### src/rtl/hif_pkg.sv
package hif_pkg;

   typedef enum logic [3:0] {
      OP_NOP  = 4'd0,
      OP_REG  = 4'd1,
      OP_VSET = 4'd2,
      OP_VCLR = 4'd3
   } op_e;

   typedef enum logic [1:0] {
      RG_KEY   = 2'd0,
      RG_MASK  = 2'd1,
      RG_CFG   = 2'd2,
      RG_INSTR = 2'd3
   } rid_e;

   typedef struct packed {
      logic mem_rd;
      logic mem_wr;
      logic reg_rd;
      logic reg_wr;
      logic vset;
      logic vclr;
   } strb_t;

endpackage

### src/rtl/hif_capture.sv
module hif_capture #(
   parameter int ADR_W = 13,
   parameter int DQ_W  = 32
) (
   input  logic             clk,
   input  logic             rst_n,
   input  logic             en_n,
   input  logic             qual,
   input  logic             seg_hi,
   input  logic             wr_n,
   input  logic [ADR_W-1:0] ac,
   input  logic [DQ_W-1:0]  dq_in,
   output logic             cap_vld,
   output logic             cap_qual,
   output logic             cap_seg,
   output logic             cap_wr,
   output logic [ADR_W-1:0] cap_ac,
   output logic [DQ_W-1:0]  cap_dq
);

   logic en_prev;
   logic start;

   // a cycle begins where the enable is first seen low
   assign start = en_prev & ~en_n;

   always_ff @(posedge clk or negedge rst_n) begin
      if (!rst_n) begin
         en_prev  <= 1'b1;
         cap_vld  <= 1'b0;
         cap_qual <= 1'b0;
         cap_seg  <= 1'b0;
         cap_wr   <= 1'b0;
         cap_ac   <= '0;
         cap_dq   <= '0;
      end else begin
         en_prev <= en_n;
         cap_vld <= start;
         if (start) begin
            cap_qual <= qual;
            cap_seg  <= seg_hi;
            cap_wr   <= ~wr_n;
            cap_ac   <= ac;
            cap_dq   <= dq_in;
         end
      end
   end

   // one capture per enable low period
   p_single_shot_r2: assert property (@(posedge clk) disable iff (!rst_n)
      cap_vld |=> !cap_vld);

endmodule

### src/rtl/hif_decode.sv
module hif_decode
   import hif_pkg::*;
#(
   parameter int ADR_W   = 13,
   parameter bit SOFT_EN = 1'b1
) (
   input  logic             clk,
   input  logic             rst_n,
   input  logic             cap_vld,
   input  logic             cap_qual,
   input  logic             cap_wr,
   input  logic [ADR_W-1:0] cap_ac,
   input  logic             soft_mode,
   input  logic [ADR_W:0]   instr_code,
   output strb_t            strb,
   output rid_e             rid,
   output logic [ADR_W-1:0] mem_addr
);

   logic             eff_qual;
   logic [ADR_W-1:0] eff_code;
   logic [ADR_W-1:0] addr_q;
   op_e              op;

   generate
      if (SOFT_EN) begin : g_soft
         assign eff_qual = soft_mode ? instr_code[ADR_W] : cap_qual;
         assign eff_code = soft_mode ? instr_code[ADR_W-1:0] : cap_ac;
      end else begin : g_hw
         logic unused_soft;
         assign unused_soft = ^{soft_mode, instr_code};
         assign eff_qual = cap_qual;
         assign eff_code = cap_ac;
      end
   endgenerate

   assign op  = op_e'(eff_code[3:0]);
   assign rid = rid_e'(eff_code[5:4]);

   always_comb begin
      strb = '0;
      if (cap_vld) begin
         if (!eff_qual) begin
            strb.mem_wr = cap_wr;
            strb.mem_rd = ~cap_wr;
         end else begin
            case (op)
               OP_REG: begin
                  strb.reg_wr = cap_wr;
                  strb.reg_rd = ~cap_wr;
               end
               OP_VSET: strb.vset = 1'b1;
               OP_VCLR: strb.vclr = 1'b1;
               default: ;
            endcase
         end
      end
   end

   // last memory address, target of validity operations
   always_ff @(posedge clk or negedge rst_n) begin
      if (!rst_n)
         addr_q <= '0;
      else if (cap_vld && !eff_qual)
         addr_q <= eff_code;
   end

   assign mem_addr = (strb.vset || strb.vclr) ? addr_q : eff_code;

   // validity strobes appear only on decoded control cycles
   p_vld_needs_cycle_r4: assert property (@(posedge clk) disable iff (!rst_n)
      (strb.vset || strb.vclr) |-> (cap_vld && !strb.mem_wr && !strb.mem_rd));

endmodule

### src/rtl/hif_regs.sv
module hif_regs
   import hif_pkg::*;
#(
   parameter int DQ_W  = 32,
   parameter int KEY_W = 64,
   parameter int ADR_W = 13
) (
   input  logic             clk,
   input  logic             rst_n,
   input  logic             reg_wr,
   input  logic             reg_rd,
   input  logic             mem_rd,
   input  rid_e             rid,
   input  logic             seg,
   input  logic [DQ_W-1:0]  wdata,
   input  logic [KEY_W-1:0] mem_rdata,
   output logic [DQ_W-1:0]  rd_q,
   output logic             err_stb,
   output logic             cmp_stb,
   output logic [KEY_W-1:0] key,
   output logic [KEY_W-1:0] mask,
   output logic             soft_mode,
   output logic [ADR_W:0]   instr_code
);

   localparam int SEGS = KEY_W / DQ_W;

   logic [SEGS-1:0][DQ_W-1:0] key_q;
   logic [SEGS-1:0][DQ_W-1:0] mask_q;
   logic [DQ_W-1:0]           cfg_q;
   logic [DQ_W-1:0]           instr_q;
   logic                      narrow;
   logic                      bad;
   logic [DQ_W-1:0]           rsel;
   logic [DQ_W-1:0]           mem_half;
   logic                      unused_bits;

   assign narrow = (rid == RG_CFG) || (rid == RG_INSTR);
   assign bad    = (reg_wr || reg_rd) && narrow && seg;

   generate
      for (genvar g = 0; g < SEGS; g++) begin : g_half
         always_ff @(posedge clk or negedge rst_n) begin
            if (!rst_n) begin
               key_q[g]  <= '0;
               mask_q[g] <= '0;
            end else if (reg_wr && (int'(seg) == g)) begin
               if (rid == RG_KEY)  key_q[g]  <= wdata;
               if (rid == RG_MASK) mask_q[g] <= wdata;
            end
         end
      end
   endgenerate

   always_ff @(posedge clk or negedge rst_n) begin
      if (!rst_n) begin
         cfg_q   <= '0;
         instr_q <= '0;
      end else if (reg_wr && !seg) begin
         if (rid == RG_CFG)   cfg_q   <= wdata;
         if (rid == RG_INSTR) instr_q <= wdata;
      end
   end

   always_comb begin
      case (rid)
         RG_KEY:   rsel = key_q[seg];
         RG_MASK:  rsel = mask_q[seg];
         RG_CFG:   rsel = seg ? '0 : cfg_q;
         default:  rsel = seg ? '0 : instr_q;
      endcase
   end

   assign mem_half = seg ? mem_rdata[KEY_W-1:DQ_W] : mem_rdata[DQ_W-1:0];

   always_ff @(posedge clk or negedge rst_n) begin
      if (!rst_n) begin
         rd_q    <= '0;
         err_stb <= 1'b0;
         cmp_stb <= 1'b0;
      end else begin
         if (reg_rd)
            rd_q <= rsel;
         else if (mem_rd)
            rd_q <= mem_half;
         err_stb <= bad;
         cmp_stb <= reg_wr && (rid == RG_KEY) && seg;
      end
   end

   assign key         = key_q;
   assign mask        = mask_q;
   assign soft_mode   = cfg_q[0];
   assign instr_code  = instr_q[ADR_W:0];
   assign unused_bits = ^{cfg_q[DQ_W-1:1], instr_q[DQ_W-1:ADR_W+1]};

   // compare launches only after an upper comparand write
   p_cmp_after_hi_r7: assert property (@(posedge clk) disable iff (!rst_n)
      cmp_stb |-> $past(reg_wr && rid == RG_KEY && seg));

   // a flagged access leaves the narrow registers untouched
   p_err_drops_r6: assert property (@(posedge clk) disable iff (!rst_n)
      err_stb |-> ($stable(cfg_q) && $stable(instr_q)));

endmodule

### src/rtl/hif_result.sv
module hif_result #(
   parameter int ADR_W = 13
) (
   input  logic             clk,
   input  logic             rst_n,
   input  logic             en_n,
   input  logic             load,
   input  logic [ADR_W-1:0] addr,
   input  logic             res_vld,
   input  logic [ADR_W-1:0] res_idx,
   output logic [ADR_W-1:0] idx_q
);

   logic [ADR_W-1:0] pend_q;

   always_ff @(posedge clk or negedge rst_n) begin
      if (!rst_n) begin
         pend_q <= '0;
         idx_q  <= '0;
      end else begin
         if (res_vld)
            pend_q <= res_idx;
         else if (load)
            pend_q <= addr;
         if (en_n)
            idx_q <= pend_q;
      end
   end

   // index frozen across edges with the enable low
   p_idx_hold_r9: assert property (@(posedge clk) disable iff (!rst_n)
      !en_n |=> $stable(idx_q));

   // array result takes precedence
   p_array_first_r10: assert property (@(posedge clk) disable iff (!rst_n)
      res_vld |=> (pend_q == $past(res_idx)));

endmodule

### src/rtl/hif_host_if.sv
module hif_host_if
   import hif_pkg::*;
#(
   parameter int ADR_W   = 13,
   parameter int DQ_W    = 32,
   parameter int KEY_W   = 64,
   parameter bit SOFT_EN = 1'b1
) (
   input  logic             clk,
   input  logic             rst_n,
   input  logic             en_n,
   input  logic             wr_n,
   input  logic             seg_hi,
   input  logic             ac_qual,
   input  logic [ADR_W-1:0] ac_bus,
   input  logic [DQ_W-1:0]  dq_in,
   output logic [DQ_W-1:0]  dq_out,
   output logic             dq_drive,
   input  logic             oe_n,
   output logic [ADR_W-1:0] idx_out,
   output logic             idx_drive,
   output logic             mem_rd_stb,
   output logic             mem_wr_stb,
   output logic [ADR_W-1:0] mem_addr,
   output logic             mem_seg_hi,
   output logic [DQ_W-1:0]  mem_wdata,
   input  logic [KEY_W-1:0] mem_rdata,
   output logic             vld_set_stb,
   output logic             vld_clr_stb,
   output logic             cmp_stb,
   output logic [KEY_W-1:0] cmp_key,
   output logic [KEY_W-1:0] cmp_mask,
   input  logic             res_vld,
   input  logic [ADR_W-1:0] res_idx,
   output logic             seg_err
);

   generate
      if (KEY_W != 2 * DQ_W) begin : g_chk_key
         $error("KEY_W must be twice DQ_W");
      end
      if (ADR_W < 6 || ADR_W + 1 >= DQ_W) begin : g_chk_adr
         $error("ADR_W must hold a control code and fit an instruction word");
      end
   endgenerate

   logic             cap_vld;
   logic             cap_qual;
   logic             cap_seg;
   logic             cap_wr;
   logic [ADR_W-1:0] cap_ac;
   logic [DQ_W-1:0]  cap_dq;
   strb_t            strb;
   rid_e             rid;
   logic             soft_mode;
   logic [ADR_W:0]   instr_code;

   hif_capture #(.ADR_W(ADR_W), .DQ_W(DQ_W)) i_capture (
      .clk      (clk),
      .rst_n    (rst_n),
      .en_n     (en_n),
      .qual     (ac_qual),
      .seg_hi   (seg_hi),
      .wr_n     (wr_n),
      .ac       (ac_bus),
      .dq_in    (dq_in),
      .cap_vld  (cap_vld),
      .cap_qual (cap_qual),
      .cap_seg  (cap_seg),
      .cap_wr   (cap_wr),
      .cap_ac   (cap_ac),
      .cap_dq   (cap_dq)
   );

   hif_decode #(.ADR_W(ADR_W), .SOFT_EN(SOFT_EN)) i_decode (
      .clk        (clk),
      .rst_n      (rst_n),
      .cap_vld    (cap_vld),
      .cap_qual   (cap_qual),
      .cap_wr     (cap_wr),
      .cap_ac     (cap_ac),
      .soft_mode  (soft_mode),
      .instr_code (instr_code),
      .strb       (strb),
      .rid        (rid),
      .mem_addr   (mem_addr)
   );

   hif_regs #(.DQ_W(DQ_W), .KEY_W(KEY_W), .ADR_W(ADR_W)) i_regs (
      .clk        (clk),
      .rst_n      (rst_n),
      .reg_wr     (strb.reg_wr),
      .reg_rd     (strb.reg_rd),
      .mem_rd     (strb.mem_rd),
      .rid        (rid),
      .seg        (cap_seg),
      .wdata      (cap_dq),
      .mem_rdata  (mem_rdata),
      .rd_q       (dq_out),
      .err_stb    (seg_err),
      .cmp_stb    (cmp_stb),
      .key        (cmp_key),
      .mask       (cmp_mask),
      .soft_mode  (soft_mode),
      .instr_code (instr_code)
   );

   hif_result #(.ADR_W(ADR_W)) i_result (
      .clk     (clk),
      .rst_n   (rst_n),
      .en_n    (en_n),
      .load    (strb.mem_rd | strb.mem_wr),
      .addr    (mem_addr),
      .res_vld (res_vld),
      .res_idx (res_idx),
      .idx_q   (idx_out)
   );

   assign mem_rd_stb  = strb.mem_rd;
   assign mem_wr_stb  = strb.mem_wr;
   assign mem_seg_hi  = cap_seg;
   assign mem_wdata   = cap_dq;
   assign vld_set_stb = strb.vset;
   assign vld_clr_stb = strb.vclr;
   assign dq_drive    = ~en_n & wr_n;
   assign idx_drive   = ~oe_n;

   // memory strobes never overlap
   p_mem_excl_r3: assert property (@(posedge clk) disable iff (!rst_n)
      $onehot0({mem_rd_stb, mem_wr_stb, vld_set_stb, vld_clr_stb}));

endmodule

### config.mk
export PLATFORM = sky130hd
export DESIGN_NAME = hif_host_if
export DESIGN_NICKNAME = d
export VERILOG_FILES = /design/src/rtl/hif_pkg.sv /design/src/rtl/hif_capture.sv /design/src/rtl/hif_decode.sv /design/src/rtl/hif_regs.sv /design/src/rtl/hif_result.sv /design/src/rtl/hif_host_if.sv
export SDC_FILE = /design/constraint.sdc
export NUM_CORES = 1
export LEC_CHECK = 0
export BUFFER_PORTS_ARGS = -buffer_cell sky130_fd_sc_hd__buf_2
export CORE_MARGIN = 5
export CORE_UTILIZATION = 35
export CTS_CLUSTER_SIZE = 16
export DETAILED_ROUTE_END_ITERATION = 8
export RECOVER_POWER = 25
export SYNTH_ARGS = -nofsm -noshare
export SYNTH_HDL_FRONTEND = slang
export SYNTH_SLANG_ARGS = --single-unit
### constraint.sdc
create_clock -name clk -period 6.47 [get_ports clk]
set_input_delay 0.647 -clock clk [delete_from_list [all_inputs] [get_ports clk]]
set_output_delay 0.647 -clock clk [all_outputs]
set_load 0.05 [all_outputs]
==> results.py <==
metrics = {
    "run_status": {
        "outcome": "finished with violations",
        "violations": "capacitance limit, slew limit",
    },
    "cts": {
        "cts_hold_buf": 0,
        "cts_inserted_buffers": 37,
        "cts_root_buf": "clkbuf_16",
        "cts-root-to-sink-buffers": 3,
        "cts_max_level": 2,
        "clk_pin_slew_ns": 0.06,
        "cts_resized": 0,
        "cts_tree": "built",
        "cts_sinks": 315,
        "clock_latency_ns": 0.54,
        "post_cts_buffers": 0,
    },
    "timing": {
        "rsz0062_at_grt": "no",
        "fmax_ghz": 0.246,
        "maxSlewViolCount": 81,
        "setup_viol": 0,
        "tns_ns": 0,
        "skew_ns": 0.0253,
        "slew_headroom": -1.13,
        "hold_viol": 0,
        "tightest_slew_ns": 3.19,
        "period_needed_ns": 4.06,
        "finalCritPeriodShare": 0.627,
    },
    "global_routing": {
        "use_met3": 0.0406,
        "overflow": 0,
        "antenna_found_initial": 7,
        "grt_pass1_vias": 10800,
        "grtUsageMet1": 0.259,
        "grt_max_degree": 159,
        "grt_pass1_wl_mm": 66.4,
        "grtUsageMet2": 0.310,
        "track_usage": 0.191,
        "top_usage_layer": "met2",
    },
    "layout": {
        "fin_area_um2": 17900,
        "fin_util": 0.439,
        "drive_above_1_share": 0.483,
        "regArea_um2": 7890,
        "nNetsFinal": 1547,
        "multiInputGateArea_um2": 6080,
        "nFillCells": 3771,
        "area_growth_pct": 24.6,
    },
    "detailed_routing": {
        "drtIter0Drc": 500,
        "vias_per_cell": 5.15,
        "wl_per_cell_um": 22.1,
        "wl_mm": 43.8,
        "final_antenna_net_count": 0,
        "drc": 0,
        "drt-pass1-iter-count": 4,
        "via_count": 10200,
    },
    "setup_path": {
        "cp.required_ns": 5.82,
        "crit_path_cell_trace": "buf_4 > mux2_2 > nand2_1 > or3_1 > nor2_1 > a21oi_1 > buf_2",
        "cp_max_fo": 24,
        "end_kind": "output pin",
        "r2r_setup_slack_ns": 2.64,
        "cp_slowest_cell": "dfrtp_1",
        "worstReg2RegEnd": "i_capture.cap_dq[9]",
        "start_kind": "flip-flop",
        "rr_startpoint": "i_capture.en_prev",
        "critPathLaunch": "i_regs.cfg_q[0]",
        "crit_arrival_ns": 3.41,
        "endpoint": "mem_addr[0]",
        "max_stage_delay_ns": 0.70,
        "critical_path_class": "reg -> out",
        "r2r_cells": 3,
    },
    "synthesis": {
        "synth_top_family_by_area": "multiplexers",
        "synth_flop_cell": "dfrtp_1",
        "synth_mux_area_frac": 0.268,
        "synthAdderAreaFrac": 0,
        "syn_area_per_cell_um2": 13.2,
        "synth-compound-area-share": 0.0920,
        "netlist_area_um2": 14300,
        "synth_fp_nets": 1217,
        "synth_cells": 1087,
        "ys_async_sr_fraction": 1.00,
        "ys_seq_elements": 315,
        "synth-simple-area-share": 0.0602,
        "synth-edff-count": 0,
        "synth_xor_area_frac": 0,
        "yosys_warnings": 0,
        "ys_seq_area_frac": 0.550,
        "synthDistinctLibCells": 46,
    },
    "power": {
        "total_power_w": 0.00601,
        "leakagePower_nw": 9.02,
        "ir_worst_vdd_v": 0.000167,
        "power.density_nw_per_um2": 337,
    },
    "floorplan": {
        "num_rows": 74,
        "ios": 357,
        "die_h_um": 212,
        "die_w_um": 212,
        "dieArea_um2": 45100,
        "core_area_um2": 40600,
        "start_util": 0.352,
    },
    "placement": {
        "post_dp_cell_area_um2": 16600,
        "dp_hpwl_mm": 29.7,
        "io_buffer_count": 356,
        "routabilityCongestion": 0.780,
    },
    "job": {
        "cap_viol_max_count": 2,
    },
    "hold_path": {
        "hp-class": "in -> async",
    },
}
## cells by family (layout without fill, tap and decap cells)
| logic type | Yosys count | in the layout |
|---|---|---|
| AOI/OAI and AO/OA | 188 | 188 |
| and+or+nand+nor | 167 | 167 |
| DFF | 315 | 315 |
| muxes | 328 | 328 |
| other | 0 | 2 |
| buffers and inverters | 89 | 446 |
## registers in the layout, summed over array words and instances, names as in the netlist
signal and flops:
i_regs.err_stb 1, i_capture.cap_seg 1, i_capture.cap_vld 1, i_capture.cap_dq 32
i_capture.cap_qual 1, i_result.pend_q 13, i_regs.key 64, i_decode.addr_q 13
i_regs.mask 64, i_capture.cap_ac 13, i_result.idx_q 13, i_regs.cfg_q 32
i_capture.cap_wr 1, i_capture.en_prev 1, i_regs.rd_q 32, i_regs.instr_q 32
i_regs.cmp_stb 1
## worst min path at each step
stage	from	endpoint	slack, ns	cells past startpoint
after floorplan	rst_n	i_capture.cap_ac[0]	0.35	0
after global placement	i_regs.rd_q[18]	i_regs.rd_q[18]	0.46	2
after detailed placement	i_regs.rd_q[25]	i_regs.rd_q[25]	0.46	2
after CTS	rst_n	i_regs.mask[36]	0.17	1
after global routing	rst_n	i_regs.rd_q[0]	0.18	1
final	rst_n	i_regs.rd_q[0]	0.13	1
## layout make-up
cell class | instances | area share
diodes | 2 | 0.000280
repair buffers | 373 | 0.108
multi-input cells | 683 | 0.340
well taps | 532 | 0.0373
flip-flops and latches | 315 | 0.442
clock inverters | 9 | 0.00589
inverters | 7 | 0.00147
clock buffers | 57 | 0.0652
## placed cells by master, fill, tap and decap left out, types with 30 or more instances in the layout
| cell | count |
|---|---|
| o31ai_1 | 32 |
| nand2_1 | 60 |
| buf_2 | 353 |
| clkbuf_16 | 39 |
| a211oi_1 | 32 |
| mux2i_1 | 75 |
| dfrtp_1 | 313 |
| nor3_1 | 33 |
| o22ai_1 | 31 |
| a22o_1 | 31 |
| o21ai_0 | 30 |
| nor2b_1 | 34 |
| mux2_4 | 60 |
| mux2_2 | 184 |
## critical path: cells and delay by family (launching register included)
kind            cells  cell delay (ns)
compound gates      1             0.14
buf+inv             2             0.62
flops               1             0.70
mux                 1             0.42
simple gates        3             0.97
## power by group
group          switching, W  total, W  internal [W]
sequential         0.000215   0.00242       0.00220
clock              0.000826   0.00214       0.00132
combinational       0.00105   0.00145      0.000402
total               0.00209   0.00601       0.00392
## cells in the mapped netlist (all sizes together) (2+ instances only)
library cell	number	area (um2)
o22ai	32	206
buf	36	228
mux2	252	3060
a211oi	32	240
nand2	60	225
nand3b	2	15.0
o21ai	30	150
a21oi	13	68.8
nor3b	2	31.3
dfrtp	314	7860
a22o	31	272
and2	3	18.8
nor2	18	67.6
or4	2	15.0
nor3	35	180
clkbuf	46	173
nor4	3	40.0
or3	2	12.5
nor2b	34	213
nand3	3	20.0
inv	7	26.3
o21a	13	97.6
mux2i	75	751
o31ai	32	240
## through the flow
step           hold slack [ns]  cells  worst slack [ns]
3_5_place_dp             0.460   1910              2.89
2_1_floorplan            0.351   1087              3.19
4_1_cts                  0.169   1976              2.39
6_report                 0.131   1978              2.41
3_3_place_gp             0.456   1910              3.03
5_1_grt                  0.180   1978              1.98
## metal layers
layer,vias up,part of all wire
met5,-,0.00096
met4,8,0.021
li1,4660,-
met3,55,0.058
met1,5180,0.44
met2,285,0.48
No activity file was read; power rests on OpenSTA's default activity.
